**config.mk**
```make
export PLATFORM = sky130hd
export DESIGN_NAME = lmo_cmp
export DESIGN_NICKNAME = d
export VERILOG_FILES = /design/src/rtl/lmo_cmp.sv
export SDC_FILE = /design/constraint.sdc
export NUM_CORES = 1
export LEC_CHECK = 0
export ABC_AREA = 1
export ABC_CLOCK_PERIOD_IN_PS = 1400
export BUFFER_PORTS_ARGS = -buffer_cell sky130_fd_sc_hd__buf_4
export CORE_MARGIN = 2
export CORE_UTILIZATION = 41
export DETAILED_ROUTE_END_ITERATION = 10
export PLACE_DENSITY = 0.81
export RECOVER_POWER = 25
export SLEW_MARGIN = 10
export SYNTH_ARGS = -nofsm -noshare
export SYNTH_HDL_FRONTEND = slang
export SYNTH_SLANG_ARGS = --single-unit
```
**constraint.sdc**
```tcl
create_clock -name vclk -period 1.4
set_clock_uncertainty 0.05 [all_clocks]
set_input_delay 0.21 -clock vclk [all_inputs]
set_output_delay 0.21 -clock vclk [all_outputs]
set_load 0.02 [all_outputs]
```
**src/rtl/lmo_cmp.sv**
```systemverilog
module lmo_cmp #(
  parameter int W = 32
) (
  input  logic [W-1:0] a,
  input  logic [W-1:0] b,
  output logic         eq,
  output logic         lt,
  output logic         gt
);
  localparam int NBLK = W / 8;

  logic [W-1:0]    lbus, rbus;
  logic [NBLK-1:0] blk_act, blk_win;
  logic            any_act, sel_win;

  assign lbus = a & ~b;
  assign rbus = ~a & b;

  for (genvar k = 0; k < NBLK; k++) begin : g_blk
    logic [7:0] l8, r8;
    logic       w;
    assign l8 = lbus[8*k +: 8];
    assign r8 = rbus[8*k +: 8];
    always_comb begin
      w = 1'b0;
      for (int i = 0; i < 8; i++)
        if (l8[i] | r8[i]) w = l8[i];
    end
    assign blk_act[k] = |(l8 | r8);
    assign blk_win[k] = w;
  end

  always_comb begin
    sel_win = 1'b0;
    for (int k = 0; k < NBLK; k++)
      if (blk_act[k]) sel_win = blk_win[k];
  end

  assign any_act = |blk_act;
  assign eq = ~any_act;
  assign gt = any_act & sel_win;
  assign lt = any_act & ~sel_win;
endmodule

```
==> results of run 1 <==
## final timing paths
kind  startpoint  end  cells past startpoint
min        a[29]   gt                      7
max        a[17]   eq                      7
## what timing repair did
| item | in CTS | in global routing |
|---|---|---|
| gates resized for setup | 23 | 26 |
| pin swaps | 14 | 17 |
| setup endpoints to repair | 3 | 3 |
| cloned | 0 | 0 |
| buffers inserted | 1 | 1 |
## report_power, final
part           internal (uW)  switching, uW  total [uW]
sequential                 0              0           0
combinational            374            289         662
clock                      0              0           0
total                    374            289         662
## layout by cell type, fill, tap and decap left out, drive strengths merged, types with 2 or more instances in the layout
cell type | Yosys | routed
a21boi | 6 | 6
buf | 0 | 76
ha | 32 | 32
inv | 53 | 53
nand2 | 36 | 36
nand3 | 5 | 5
nand4 | 5 | 5
nor2 | 22 | 22
nor4 | 2 | 2
o21ai | 6 | 6
or2 | 3 | 3
## tightest hold or removal path, delay by kind of cell
family,cells,cell delay [ns]
buffers and inverters,2,0.22
AND/OR/NAND/NOR,3,0.20
AO/OA/AOI/OAI,1,0.10
adder cells (fa/ha/maj),1,0.13
## kinds of logic (layout without fill, tap and decap cells)
logic type,count (synthesis),in the layout
and+or+nand+nor,75,75
AOI/OAI and AO/OA,14,14
buffers and inverters,53,129
adders and majority gates,32,32
## stage by stage
| step | total power, uW | setup TNS, ns |
|---|---|---|
| global route | 751 | -1.56 |
| finish | 662 | -1.21 |
| CTS | 620 | -1.31 |
| global placement | 562 | -1.30 |
| detailed placement | 570 | -1.36 |
| floorplan | 326 | -0.593 |
## layer usage
metal / track usage / up-vias / routed length, um / part of all wire
met5: 0 / - / 0 / 0
met1: 0.217 / 542 / 1100 / 0.41
met4: 0 / 0 / 0 / 0
li1: - / 692 / - / -
met2: 0.335 / 34 / 1410 / 0.53
met3: 0.00273 / 0 / 140 / 0.053
## final cells by class
| type | count | area, um2 | area share |
|---|---|---|---|
| inverters | 53 | 239 | 0.118 |
| multi-input cells | 121 | 1120 | 0.550 |
| well taps | 30 | 37.5 | 0.0185 |
| repair buffers | 76 | 638 | 0.314 |
==> flow_metrics.env, run 1 <==
export IMPL_wl_per_cell_um=9.44
export IMPL_grt_max_degree=4
export IMPL_stdcell_count=280
export IMPL_hold_class="primary input to output port"
export IMPL_area_delta_synth_final_pct=91.6
export IMPL_drt_initial_drc_count=6
export IMPL_outcome="finished with violations"
export IMPL_tightest_slew_ns=0.287
export IMPL_slew_headroom=0.808
export IMPL_dr_pass1_iters=2
export IMPL_p_per_area_mw_per_mm2=326
export IMPL_drt_total_wl_um=2640
export IMPL_ys_types=22
export IMPL_fill_cells=161
export IMPL_numSequentialCells=0
export IMPL_hpwlAfterDp_um=2110
export IMPL_design_core_area_mm2=0.00245
export IMPL_worstPathRequired_ns=1.14
export IMPL_ys_seq_area_frac=0
export IMPL_overflow=0
export IMPL_dp_slack_ns=-0.482
export IMPL_crit_chain="buf_4 -> ha_4 -> inv_2 -> nor4_4 -> inv_2 -> nor4b_4 -> buf_4"
export IMPL_timing_hold_ws_ns=1.02
export IMPL_setup_viol=3
export IMPL_syn_area_mm2=0.00106
export IMPL_yosys_area_share_simple=0.350
export IMPL_drive_gt1_frac=0.508
export IMPL_initial_core_util=0.432
export IMPL_antenna_found_initial=0
export IMPL_synth_xor_area_share=0
export IMPL_fmax_ghz=0.548
export IMPL_port_buffers=67
export IMPL_fin_util=0.828
export IMPL_cap_violations=0
export IMPL_p_leak_uw=0.00111
export IMPL_slowest_stage="nor4b_4"
export IMPL_slowest_delay_ns=0.35
export IMPL_nClkBuffers=0
export IMPL_synth_top_family_by_area="adder cells"
export IMPL_synth_most_common_cell="inv_1"
export IMPL_ir_drop_v=0.000259
export IMPL_finalMaxSlewViolations=0
export IMPL_crit_family="simple AND/OR/NAND/NOR gates"
export IMPL_grt_pass1_vias=1107
export IMPL_fin_ws_ns=-0.423
export IMPL_cp_end_kind="output port"
export IMPL_critPathMaxFanout=2
export IMPL_synthMuxAreaShare=0
export IMPL_yosys_top_cells_area="ha_1 38%, inv_1 17%, nand2_1 12%, nor2_1 7.4%, nor4_4 4.0%"
export IMPL_ant_nets=0
export IMPL_synthAdderAreaFrac=0.377
export IMPL_seqCellArea_um2=0
export IMPL_yosysTopAreaCell="ha_1"
export IMPL_track_usage=0.171
export IMPL_synth_top_area_frac=0.377
export IMPL_place_area_mm2=0.00178
export IMPL_cp_buffers_inverters=4
export IMPL_drc=0
export IMPL_syn_area_per_cell_um2=6.10
export IMPL_synth_common_cells="48 x inv_1, 35 x nand2_1, 32 x ha_1"
export IMPL_vias=1268
export IMPL_dieWidth_um=54.9
export IMPL_die_area_mm2=0.00301
export IMPL_place_inst=278
export IMPL_die_h_um=54.9
export IMPL_finalCritPeriodShare=1.30
export IMPL_antenna_cells=0
export IMPL_ys_warn_count=0
export IMPL_rsz0062_at_grt="true"
export IMPL_avgViaCountPerCell=4.53
export IMPL_path_class="primary input to output port"
export IMPL_layout_min_cycle_time_ns=1.82
export IMPL_rows=18
export IMPL_final_nets=348
export IMPL_finalHoldViolations=0
export IMPL_grt_pass1_wl_um=4040
export IMPL_cp_arrival_ns=1.56
export IMPL_cp_start_kind="primary input"
export IMPL_synth_compound_area_frac=0.0825
export IMPL_cts_hold_buf=0
export IMPL_gp_congestion=0.803
export IMPL_violations="negative setup slack"
export IMPL_synthesis_nets=270
export IMPL_io_pins=67
export IMPL_fin_area_mm2=0.00203
export IMPL_synth_cells=174
No activity file was read; power rests on OpenSTA's default activity.
==> run 2, diff against run 1 <==
--- a/config.mk
+++ b/config.mk
@@ -8,10 +8,12 @@
 export ABC_AREA = 1
 export ABC_CLOCK_PERIOD_IN_PS = 1400
 export BUFFER_PORTS_ARGS = -buffer_cell sky130_fd_sc_hd__buf_4
+export CELL_PAD_IN_SITES_DETAIL_PLACEMENT = 2
+export CELL_PAD_IN_SITES_GLOBAL_PLACEMENT = 2
 export CORE_MARGIN = 2
-export CORE_UTILIZATION = 41
+export CORE_UTILIZATION = 19
 export DETAILED_ROUTE_END_ITERATION = 10
-export PLACE_DENSITY = 0.81
+export PLACE_DENSITY_LB_ADDON = 0.1
 export RECOVER_POWER = 25
 export SLEW_MARGIN = 10
 export SYNTH_ARGS = -nofsm -noshare
==> run 2 against run 1 <==
Net effect: largest power group unchanged; count of clock-buffer cells in the layout is the same; setup slack lost 0.036 ns; critical path type unchanged; the flow still finishes with violations (negative setup slack); critical endpoint unchanged; critical path depth grew 2.
==> flow_metrics.env, run 2 (synthesized netlist as in run 1, its figures left out) <==
export IMPL_outcome="finished with violations"
export IMPL_violations="negative setup slack"
export IMPL_die_area_mm2=0.00620
export IMPL_hold_depth=7
export IMPL_met2_usage=0.212
export IMPL_drc=0
export IMPL_use_met3=0.0102
export IMPL_p_per_area_mw_per_mm2=319
export IMPL_track_usage=0.110
export IMPL_fin_ws_ns=-0.459
export IMPL_gp_congestion=0.698
export IMPL_vias=1325
export IMPL_ir_drop_v=0.0000974
export IMPL_cts_hold_buf=0
export IMPL_setup_viol=3
export IMPL_tns_ns=-1.27
export IMPL_place_area_mm2=0.00182
export IMPL_nClkBuffers=0
export IMPL_port_buffers=67
export IMPL_seqCellArea_um2=0
export IMPL_rsz0062_at_grt="true"
export IMPL_cap_violations=0
export IMPL_ant_nets=0
export IMPL_critPathMaxFanout=3
export IMPL_finalMaxSlewViolations=0
export IMPL_io_pins=67
export IMPL_power_frac_clock=0
export IMPL_grt_pass1_vias=1431
export IMPL_p_sw_uw=291
export IMPL_drt_initial_drc_count=9
export IMPL_avgViaCountPerCell=4.11
export IMPL_sequentialPowerShare=0
export IMPL_slew_headroom=0.801
export IMPL_cp_start_kind="primary input"
export IMPL_dp_slack_ns=-0.530
export IMPL_finalHoldViolations=0
export IMPL_area_delta_synth_final_pct=92.0
export IMPL_antenna_cells=0
export IMPL_use_met1=0.140
export IMPL_die_h_um=78.7
export IMPL_dieWidth_um=78.7
export IMPL_cp_arrival_ns=1.60
export IMPL_fmax_ghz=0.538
export IMPL_layout_common_cells="60 x buf_4, 36 x inv_1, 33 x nand2_1"
export IMPL_timing_hold_ws_ns=1.01
export IMPL_worstPathRequired_ns=1.14
export IMPL_hold_class="primary input to output port"
export IMPL_antenna_found_initial=0
export IMPL_wl_per_cell_um=10.3
export IMPL_design_core_area_mm2=0.00544
export IMPL_initial_core_util=0.195
export IMPL_p_int_uw=360
export IMPL_hpwlAfterDp_um=2980
export IMPL_path_class="primary input to output port"
export IMPL_rows=27
export IMPL_cp_end_kind="output port"
export IMPL_switching_share=0.447
export IMPL_numSequentialCells=0
export IMPL_dr_pass1_iters=2
export IMPL_busiest_layer="met2"
export IMPL_finalCritPeriodShare=1.33
export IMPL_drive_gt1_frac=0.488
export IMPL_power_frac_comb=1.000
export IMPL_tightest_slew_ns=0.298
export IMPL_final_nets=348
export IMPL_overflow=0
export IMPL_grt_pass1_wl_um=5930
export IMPL_layout_min_cycle_time_ns=1.86
export IMPL_layout_commonest_cell="buf_4"
export IMPL_grt_max_degree=4
export IMPL_drt_total_wl_um=3330
export IMPL_p_leak_uw=0.00111
export IMPL_fin_area_mm2=0.00204
==> run 2: area by class of cell <==
| cell class | count | area, um2 |
|---|---|---|
| fillers | 643 | 3400 |
| multi-input cells | 121 | 1070 |
| repair buffers | 76 | 638 |
| inverters | 53 | 234 |
| well taps | 72 | 90.1 |
==> run 2: final timing paths <==
| path | from | to | slack (ns) |
|---|---|---|---|
| max | b[3] | eq | -0.46 |
| min | a[16] | eq | 1.01 |
==> run 2: routing by layer <==
layer  wire (um)  share of wire  vias to the layer above
met5           0              0                        -
met2        1760           0.53                       35
met3         188          0.056                        0
met4           0              0                        0
li1            -              -                      691
met1        1390           0.42                      599
==> run 2: timing repair <==
item	CTS	global route
setup buffers	2	1
pin swaps	12	3
gates resized for setup	33	7
endpoints found under the setup margin	3	3
cloned	0	0
==> run 2: through the flow <==
| stage | power (uW) | util | cells |
|---|---|---|---|
| 2_1_floorplan | 326 | - | 174 |
| 3_3_place_gp | 577 | 0.335 | 319 |
| 3_5_place_dp | 591 | 0.335 | 319 |
| 4_1_cts | 649 | 0.365 | 321 |
| 5_1_grt | 748 | 0.375 | 322 |
| 6_report | 651 | 0.375 | 322 |
==> run 2: worst max-delay path, stage by stage <==
cell	delay [ns]
buf_8	0.08
inv_8	0.03
ha_4	0.25
inv_4	0.03
nor3_2	0.15
nand4_1	0.14
buf_4	0.16
nor4b_4	0.33
buf_4	0.21
==> run 2: power groups by stage <==
stage               clock network [uW]  registers (uW)  logic, uW
finish                               0               0        651
global route                         0               0        748
CTS                                  0               0        649
detailed placement                   0               0        591
global placement                     0               0        577
floorplan                            0               0        326
==> run 3, diff against run 2 <==
--- a/config.mk
+++ b/config.mk
@@ -6,13 +6,14 @@
 export NUM_CORES = 1
 export LEC_CHECK = 0
 export ABC_AREA = 1
-export ABC_CLOCK_PERIOD_IN_PS = 1400
+export ABC_CLOCK_PERIOD_IN_PS = 1900
 export BUFFER_PORTS_ARGS = -buffer_cell sky130_fd_sc_hd__buf_4
 export CELL_PAD_IN_SITES_DETAIL_PLACEMENT = 2
 export CELL_PAD_IN_SITES_GLOBAL_PLACEMENT = 2
 export CORE_MARGIN = 2
-export CORE_UTILIZATION = 19
+export CORE_UTILIZATION = 21
 export DETAILED_ROUTE_END_ITERATION = 10
+export GPL_TIMING_DRIVEN = 0
 export PLACE_DENSITY_LB_ADDON = 0.1
 export RECOVER_POWER = 25
 export SLEW_MARGIN = 10
==> constraint.sdc (replaced) <==
create_clock -name vclk -period 1.9
set_clock_uncertainty 0.05 [all_clocks]
set_input_delay 0.285 -clock vclk [all_inputs]
set_output_delay 0.285 -clock vclk [all_outputs]
set_load 0.02 [all_outputs]
==> run 3 against run 2 <==
Net effect: the run still ends with negative setup slack left; via count is 0.38% lower; largest power group unchanged; first-iteration DRC count is 89% lower; sequential share of layout area stayed put.
==> flow_metrics.env, run 3 (synthesized netlist as in run 1, its figures left out) <==
export IMPL_outcome="finished with violations"
export IMPL_violations="negative setup slack"
export IMPL_cp_end_kind="output port"
export IMPL_critPathMaxFanout=3
export IMPL_slew_headroom=0.803
export IMPL_ant_nets=0
export IMPL_multi_input_area_mm2=0.00114
export IMPL_worstSetupStartpoint="b[18]"
export IMPL_die_area_mm2=0.00564
export IMPL_finalCritPeriodShare=1.08
export IMPL_ir_drop_v=0.0000810
export IMPL_drt_initial_drc_count=1
export IMPL_area_delta_synth_final_pct=90.8
export IMPL_seqCellArea_um2=0
export IMPL_rsz0062_at_grt="true"
export IMPL_overflow=0
export IMPL_layout_commonest_cell="buf_4"
export IMPL_fmax_ghz=0.488
export IMPL_drive_gt1_frac=0.508
export IMPL_hpwlAfterDp_um=2880
export IMPL_tightest_slew_ns=0.294
export IMPL_drt_total_wl_um=3460
export IMPL_hold_class="primary input to output port"
export IMPL_stdcell_count=311
export IMPL_dr_pass1_iters=3
export IMPL_track_usage=0.126
export IMPL_worstPathRequired_ns=1.56
export IMPL_tns_ns=-0.337
export IMPL_vias=1320
export IMPL_wl_per_cell_um=11.1
export IMPL_initial_core_util=0.222
export IMPL_finalMaxSlewViolations=0
export IMPL_min_from="a[31]"
export IMPL_cp_arrival_ns=1.71
export IMPL_met2_usage=0.284
export IMPL_p_leak_uw=0.00108
export IMPL_grt_pass1_vias=1496
export IMPL_p_per_area_mw_per_mm2=240
export IMPL_grt_max_degree=4
export IMPL_numSequentialCells=0
export IMPL_layout_common_cells="55 x buf_4, 36 x inv_1, 32 x nand2_1"
export IMPL_nClkBuffers=0
export IMPL_fin_ws_ns=-0.149
export IMPL_drc=0
export IMPL_finalHoldViolations=0
export IMPL_path_class="primary input to output port"
export IMPL_antenna_found_initial=0
export IMPL_cp_start_kind="primary input"
export IMPL_die_h_um=75.1
export IMPL_avgViaCountPerCell=4.24
export IMPL_cap_violations=0
export IMPL_design_core_area_mm2=0.00479
export IMPL_io_pins=67
export IMPL_port_buffers=67
export IMPL_grt_pass1_wl_um=5870
export IMPL_place_inst=308
export IMPL_cts_hold_buf=0
export IMPL_setup_viol=3
export IMPL_final_nets=342
export IMPL_busiest_layer="met2"
export IMPL_use_met1=0.131
export IMPL_fin_util=0.423
export IMPL_use_met3=0.00402
export IMPL_fill_cells=573
export IMPL_dieWidth_um=75.1
export IMPL_antenna_cells=0
export IMPL_layout_min_cycle_time_ns=2.05
export IMPL_rows=25
export IMPL_gp_congestion=0.711
-- run 3: changes by cell type in the layout (fill, tap and decap cells not counted), moves of 2 or more --
| cell | before | now |
|---|---|---|
| ha_4 | 14 | 18 |
| inv_4 | 4 | 7 |
| buf_4 | 60 | 55 |
| buf_8 | 2 | 0 |
| ha_1 | 18 | 14 |
-- run 3: worst max-delay path: stages --
cell     delay, ns
buf_6         0.10
inv_4         0.05
ha_4          0.20
or2_1         0.21
nand2_1       0.07
nand2_1       0.06
nand2_1       0.07
nand2_1       0.06
nand2_1       0.08
nand2_1       0.05
nand2_1       0.07
nand2_1       0.06
nand3_2       0.07
nand2_4       0.06
nor2_4        0.10
buf_6         0.12
-- run 3: repair_timing --
action	4_1_cts	5_1_grt
pin swaps	29	6
endpoints found under the hold margin	0	0
setup endpoints to repair	3	3
gates resized for setup	61	6
setup buffers	2	1
-- run 3: final cells by class --
cell class / count / share of cell area
tap: 67 / 0.0414
timing repair buffer: 70 / 0.287
inverter: 53 / 0.107
multi-input combinational: 121 / 0.564
-- run 3: routing by layer --
layer / up-vias / wire length (um)
met4: 0 / 0
li1: 681 / -
met1: 608 / 1300
met3: 0 / 158
met5: - / 0
met2: 31 / 2000
-- run 3: where the power goes --
group          internal [uW]  total (uW)  switching [uW]
Clock                      0           0               0
Sequential                 0           0               0
Combinational            266         486             221
Total                    266         486             221
-- run 3: final timing paths --
path,slack (ns),to,cells past startpoint
setup / recovery,-0.15,lt,16
hold / removal,1.16,gt,7
-- run 3: metrics by stage --
stage / area (um2) / setup WS [ns] / hold slack, ns / power, uW
floorplan: 1070 / 0.0212 / 0.963 / 218
global placement: 1660 / -0.191 / 1.18 / 375
detailed placement: 1660 / -0.227 / 1.18 / 385
CTS: 2000 / -0.108 / 1.16 / 481
global route: 2020 / -0.289 / 1.20 / 554
finish: 2020 / -0.149 / 1.16 / 486
